<file path="config.mk">
export PLATFORM = sky130hd
export DESIGN_NAME = sar_readout_seq
export DESIGN_NICKNAME = d
export VERILOG_FILES = /design/src/rtl/sar_seq_pkg.sv /design/src/rtl/sar_seq_pace.sv /design/src/rtl/sar_seq_sclk.sv /design/src/rtl/sar_seq_shift.sv /design/src/rtl/sar_readout_seq.sv
export SDC_FILE = /design/constraint.sdc
export NUM_CORES = 1
export LEC_CHECK = 0
export CAP_MARGIN = 10
export CORE_MARGIN = 2
export CORE_UTILIZATION = 45
export DETAILED_ROUTE_END_ITERATION = 8
export PLACE_DENSITY = 0.65
export SLEW_MARGIN = 20
export SYNTH_ARGS = -nofsm -noshare
export SYNTH_HDL_FRONTEND = slang
export SYNTH_HIERARCHICAL = 1
export SYNTH_SLANG_ARGS = --single-unit
</file>
<file path="constraint.sdc">
create_clock -name clk -period 2.4 [get_ports clk]
set_input_delay 0.48 -clock clk [delete_from_list [all_inputs] [get_ports clk]]
set_output_delay 0.48 -clock clk [all_outputs]
set_load 0.005 [all_outputs]
</file>
<file path="src/rtl/sar_seq_pkg.sv">
// Package: shared types and helpers for the SAR readout sequencer.
// Assumes nothing beyond IEEE 1800-2017 constant functions.
package sar_seq_pkg;

    typedef enum logic [2:0] {
        ST_IDLE,
        ST_PULSE,
        ST_SETUP,
        ST_SHIFT,
        ST_GAP
    } seq_state_e;

    function automatic int imax(input int a, input int b);
        return (a > b) ? a : b;
    endfunction

endpackage

</file>
<file path="src/rtl/sar_seq_pace.sv">
// Conversion spacing timer. It is loaded when a conversion starts and counts
// down to zero. `ready` is high once SPACING_CYC clocks have passed since the
// load. Assumes SPACING_CYC >= 1.
module sar_seq_pace #(
    parameter int SPACING_CYC = 100
) (
    input  logic clk,
    input  logic rst_n,
    input  logic load,
    output logic ready
);
    localparam int CW = $clog2(SPACING_CYC + 1);

    logic [CW-1:0] remain;

    // Count down from the load value; a reset leaves the timer expired.
    always_ff @(posedge clk) begin
        if (!rst_n) begin
            remain <= '0;
        end else if (load) begin
            remain <= CW'(SPACING_CYC - 1);
        end else if (remain != '0) begin
            remain <= remain - 1'b1;
        end
    end

    assign ready = (remain == '0);

endmodule

</file>
<file path="src/rtl/sar_seq_sclk.sv">
// Serial clock generator. While `run` is high it divides the system clock by
// DIV. The first rising edge comes one clock after `run` rises, and the clock
// is high for DIV/2 cycles of each period. `fall_now` marks the edge at which
// the serial clock drops, which is also the data capture edge.
// Assumes DIV is even and >= 2.
module sar_seq_sclk #(
    parameter int DIV = 4
) (
    input  logic clk,
    input  logic rst_n,
    input  logic run,
    output logic ser_clk,
    output logic fall_now
);
    localparam int HALF = DIV / 2;
    localparam int PW   = (DIV > 2) ? $clog2(DIV) : 1;

    logic [PW-1:0] phase;

    // Advance the phase and toggle the clock at phase 0 and at the half point.
    always_ff @(posedge clk) begin
        if (!rst_n || !run) begin
            phase   <= '0;
            ser_clk <= 1'b0;
        end else begin
            phase <= (phase == PW'(DIV - 1)) ? '0 : phase + 1'b1;
            if (phase == '0) begin
                ser_clk <= 1'b1;
            end else if (phase == PW'(HALF)) begin
                ser_clk <= 1'b0;
            end
        end
    end

    assign fall_now = run && (phase == PW'(HALF));

endmodule

</file>
<file path="src/rtl/sar_seq_shift.sv">
// Input shift register. It samples `din` at each capture strobe and loads
// the bits MSB first. After BITS strobes it updates `result` and pulses
// `result_vld` for one cycle. `last_bit` flags the strobe that completes the
// word. Assumes BITS >= 2.
module sar_seq_shift #(
    parameter int BITS = 16
) (
    input  logic            clk,
    input  logic            rst_n,
    input  logic            run,
    input  logic            fall_now,
    input  logic            din,
    output logic            last_bit,
    output logic [BITS-1:0] result,
    output logic            result_vld
);
    localparam int CW = $clog2(BITS);

    logic [BITS-1:0] shreg;
    logic [CW-1:0]   bit_cnt;
    logic [BITS-1:0] shreg_nx;

    assign shreg_nx = {shreg[BITS-2:0], din};
    assign last_bit = run && fall_now && (bit_cnt == CW'(BITS - 1));

    // Shift on each capture strobe and publish the word after the final bit.
    always_ff @(posedge clk) begin
        if (!rst_n) begin
            shreg      <= '0;
            bit_cnt    <= '0;
            result     <= '0;
            result_vld <= 1'b0;
        end else begin
            result_vld <= 1'b0;
            if (!run) begin
                bit_cnt <= '0;
            end else if (fall_now) begin
                shreg <= shreg_nx;
                if (bit_cnt == CW'(BITS - 1)) begin
                    result     <= shreg_nx;
                    result_vld <= 1'b1;
                    bit_cnt    <= '0;
                end else begin
                    bit_cnt <= bit_cnt + 1'b1;
                end
            end
        end
    end

endmodule

</file>
<file path="src/rtl/sar_readout_seq.sv">
// SAR ADC conversion and readout sequencer (top).
// Sequence per conversion: convert strobe low for CONV_LOW_CYC clocks. Then the
// frame select falls and, after a short setup, the serial clock runs for BITS
// periods while data is captured on its falling edges. The frame then closes
// and the frame select stays high for FRAME_GAP_CYC clocks. A new conversion
// may start only when idle and once the spacing timer has expired.
// Assumes every *_CYC parameter is >= 1 and DIV is even.
module sar_readout_seq
    import sar_seq_pkg::*;
#(
    parameter int BITS          = 16,
    parameter int DIV           = 4,
    parameter int CONV_LOW_CYC  = 5,
    parameter int SETUP_CYC     = 4,
    parameter int SPACING_CYC   = 100,
    parameter int FRAME_GAP_CYC = DIV
) (
    input  logic            clk,
    input  logic            rst_n,
    input  logic            start,
    input  logic            cont,
    input  logic            ser_din,
    output logic            conv_n,
    output logic            frame_n,
    output logic            ser_clk,
    output logic [BITS-1:0] result,
    output logic            result_vld
);
    // Setup clocks still needed after the convert pulse (at least one).
    localparam int SETUP_REM = (SETUP_CYC > CONV_LOW_CYC) ? (SETUP_CYC - CONV_LOW_CYC) : 1;
    localparam int TMAX      = imax(imax(CONV_LOW_CYC, SETUP_REM), FRAME_GAP_CYC);
    localparam int TW        = $clog2(TMAX + 1);

    seq_state_e    state;
    logic [TW-1:0] tcnt;
    logic          pace_ready;
    logic          launch;
    logic          shift_run;
    logic          capture;
    logic          last_bit;

    assign launch    = (state == ST_IDLE) && (start || cont) && pace_ready;
    assign shift_run = (state == ST_SHIFT);

    sar_seq_pace #(
        .SPACING_CYC (SPACING_CYC)
    ) u_pace (
        .clk   (clk),
        .rst_n (rst_n),
        .load  (launch),
        .ready (pace_ready)
    );

    sar_seq_sclk #(
        .DIV (DIV)
    ) u_sclk (
        .clk      (clk),
        .rst_n    (rst_n),
        .run      (shift_run),
        .ser_clk  (ser_clk),
        .fall_now (capture)
    );

    sar_seq_shift #(
        .BITS (BITS)
    ) u_shift (
        .clk        (clk),
        .rst_n      (rst_n),
        .run        (shift_run),
        .fall_now   (capture),
        .din        (ser_din),
        .last_bit   (last_bit),
        .result     (result),
        .result_vld (result_vld)
    );

    // Sequence the phases of a conversion and drive the registered strobes.
    always_ff @(posedge clk) begin
        if (!rst_n) begin
            state   <= ST_IDLE;
            tcnt    <= '0;
            conv_n  <= 1'b1;
            frame_n <= 1'b1;
        end else begin
            unique case (state)
                ST_IDLE: begin
                    tcnt <= '0;
                    if (launch) begin
                        conv_n <= 1'b0;
                        state  <= ST_PULSE;
                    end
                end
                ST_PULSE: begin
                    if (tcnt == TW'(CONV_LOW_CYC - 1)) begin
                        conv_n  <= 1'b1;
                        frame_n <= 1'b0;
                        tcnt    <= '0;
                        state   <= ST_SETUP;
                    end else begin
                        tcnt <= tcnt + 1'b1;
                    end
                end
                ST_SETUP: begin
                    if (tcnt == TW'(SETUP_REM - 1)) begin
                        tcnt  <= '0;
                        state <= ST_SHIFT;
                    end else begin
                        tcnt <= tcnt + 1'b1;
                    end
                end
                ST_SHIFT: begin
                    if (last_bit) begin
                        frame_n <= 1'b1;
                        tcnt    <= '0;
                        state   <= ST_GAP;
                    end
                end
                ST_GAP: begin
                    if (tcnt == TW'(FRAME_GAP_CYC - 1)) begin
                        tcnt  <= '0;
                        state <= ST_IDLE;
                    end else begin
                        tcnt <= tcnt + 1'b1;
                    end
                end
                default: begin
                    state <= ST_IDLE;
                end
            endcase
        end
    end

endmodule

</file>
==> key figures <==
Synth
  • Ys Warns: 6
  • Most instantiated cells after synthesis: nand2_1, dfxtp_1, mux2i_1
  • Top cells by area, synth: dfxtp_1, nand2_1, mux2i_1
  • Asr flop ratio synth: 0
  • Post-synthesis cell type count: 51
  • Yosys reg bits: 54
  • Syn_nets: 293
  • Most common cell in the netlist: nand2_1
  • Predominant post-synthesis flop cell: dfxtp_1
  • Mean post-synth cell area: 9.04 µm²
  • Post-synthesis instance total: 278
  • Post-synth EDFFs: 0
  • Post-synthesis cell area: 2510 µm²
  • Yosys top cell area share: 0.430
  • Area leader, netlist: dfxtp_1
  • Sequential fraction of the synthesis area: 0.430

Setup path
  • Crit path DAT: 2.34 ns
  • Setup CP Type: flop to flop
  • CP cell instances: inv_1 -> ha_1 -> nor4b_4 -> and2_1 -> o21ai_0 -> nor2b_1 -> buf_4 -> nor4b_1 -> mux2i_1 -> and4_1
  • CP peak stage delay: 0.37 ns
  • CP max-delay cell: nor4b_4
  • Crit-path leading delay family: simple AND/OR/NAND/NOR gates
  • Worst setup EP type: flop
  • Buffers & Inverters on Critical Path: 2
  • CP startpoint kind: flop
  • CP Max Fanout: 9
  • Req. time, crit path: 2.65 ns

Drt
  • Drt wl/cell: 11.7 µm
  • Via density: 4.99
  • Via count: 1886
  • DRT Wirelength: 4.42 mm
  • Antenna-violating nets left: 0
  • Detailed Route Iter0 Violations: 39
  • Router iterations before antenna repair: 4
  • DRC Markers: 0

Worst hold path
  • Min-delay worst type: flop to flop

Global routing
  • Antenna violations before repair: 0
  • Largest net degree at the start of global routing: 30
  • GRT Resource Usage Total: 0.148
  • Number of global-route vias before repair: 1716
  • Grt ovf: 0
  • First-pass GRT wire length: 7.39 mm

Placement
  • Gp weighted congestion: 0.786
  • HPWL after DPL: 3.11 mm
  • DP Worst Slack: 0.314 ns
  • PortBufs: 24

Timing
  • Worst Skew: 0.00889 ns
  • RSZ-0062 raised after global routing: false
  • Final hold viol count: 0
  • Rel. slew slack: 0.582
  • Final Setup Violations: 0
  • Tcrit/Tclk final: 0.872
  • Max Slew Vio Count: 0
  • Max Clock Freq: 478 MHz
  • Fin Setup TNS: 0 ns
  • Worst slew pin tran: 0.619 ns
  • Setup ws final: 0.306 ns
  • Tmin final: 2.09 ns

Clock tree
  • Clock Sinks: 54
  • CTS Hold Bufs: 0
  • CTS tree: done
  • Total CTS buffers: 5
  • CTS max path bufs: 2
  • Setup Fix Bufs, Post-CTS: 0
  • Clock-pin slew on the worst setup and hold paths: 0.10 ns
  • CTS resizes: 0
  • Root Buffer: clkbuf_8
  • H-tree depth: 2
  • Worst skew pair latency: 0.31 ns

Power and ir drop
  • Worst VDD drop: 0.390 mV
  • Power, Total: 2190 µW
  • Cell area power density: 751 nW/µm²
  • Lkg Pwr: 0.00106 µW

Floorplan
  • I/O pin count: 25
  • Starting Density: 0.462
  • Site Rows: 27
  • Core area: 5440 µm²
  • Die area: 6200 µm²
  • Die Y: 78.7 µm
  • Die Span X: 78.7 µm

Cells and area
  • ANT cells: 0
  • Post-layout util: 0.536
  • Nets@finish: 320
  • Layout area overhead: 15.9%
  • Share of layout cells above drive strength 1: 0.0980
  • Number of fill cells in the layout: 524

Job
  • Max-cap violations: 0

Status
  • Status: finished clean
[cell type report]
type                    instances  area [µm²]  share of cell area
multi-input cells             198        1290               0.444
flip-flops and latches         54        1080               0.371
well taps                      72        90.1              0.0309
inverters                      11        41.3              0.0142
repair buffers                 35         318               0.109
clock buffers                   5        68.8              0.0236
clock inverters                 3        21.3             0.00730
[placed cells by master (no fill, tap or decap), drive strengths merged, types with 2 or more instances in the layout]
cell type	netlist	layout
o311a	2	2
nand3	4	4
dfxtp	54	54
clkinv	0	2
ha	10	10
a21boi	15	15
xor2	2	2
nand3b	4	4
nor2	11	11
clkdlybuf4s50	0	23
xnor2	2	2
or3	4	4
clkbuf	4	5
and2	4	4
a21oi	5	5
nand2	77	77
inv	11	11
mux2i	20	20
buf	11	12
o21ai	4	4
nand2b	5	5
nor4b	3	3
nor3	4	4
nor2b	2	2
o21a	4	4
[registers in the layout, summed over array words and instances (netlist names)]
name                flops
u_shift/shreg          15
tcnt                    3
conv_n                  1
state                   3
u_pace/remain           7
u_sclk/phase            2
u_sclk/ser_clk          1
u_shift/result_vld      1
u_shift/result         16
frame_n                 1
u_shift/bit_cnt         4
[worst paths after layout]
kind / slack (ns) / cells after the start / end / start
setup reg to reg: 0.31 / 10 / u_pace/remain[6]$_SDFFE_PN0P_ / u_pace/remain[0]$_SDFFE_PN0P_
hold / removal: 0.46 / 2 / u_shift/result[8]$_SDFFE_PN0P_ / u_shift/result[8]$_SDFFE_PN0P_
setup / recovery: 0.31 / 10 / u_pace/remain[6]$_SDFFE_PN0P_ / u_pace/remain[0]$_SDFFE_PN0P_
hold reg to reg: 0.46 / 2 / u_shift/result[8]$_SDFFE_PN0P_ / u_shift/result[8]$_SDFFE_PN0P_
[power by group]
part | total (µW) | switching (µW) | internal (µW)
Clock | 504 | 298 | 206
Sequential | 1040 | 72.7 | 971
Combinational | 641 | 312 | 328
Total | 2190 | 683 | 1500
[per-layer routing]
layer / vias up / GRT usage / wire, µm
li1: 986 / - / -
met1: 878 / 0.187 / 2230
met2: 16 / 0.247 / 2020
met3: 6 / 0.0409 / 113
met4: 0 / 0.0474 / 57
met5: - / 0 / 0
[cells by family (layout without fill, tap and decap cells)]
kind of cell	count (synthesis)	in the layout	synth area share
flops	54	54	0.430
simple gates	125	125	0.255
mux	20	20	0.0796
buf+inv	26	54	0.0557
compound gates	39	39	0.113
xor+xnor	4	4	0.0169
fa+ha+maj	10	10	0.0498
[through the flow]
stage	hold slack [ns]	instances	cell area, µm²
finish	0.460	378	2910
global route	0.484	378	2910
CTS	0.466	378	2910
detailed placement	0.450	370	2820
global placement	0.440	370	2820
floorplan	0.428	278	2510
[worst min-delay path, delay by kind of cell (launching register included)]
family           cells  cell delay, ns
DFF                  1            0.32
and+or+nand+nor      1            0.05
muxes                1            0.05
Note: power is estimated with default switching activity, not from simulation.
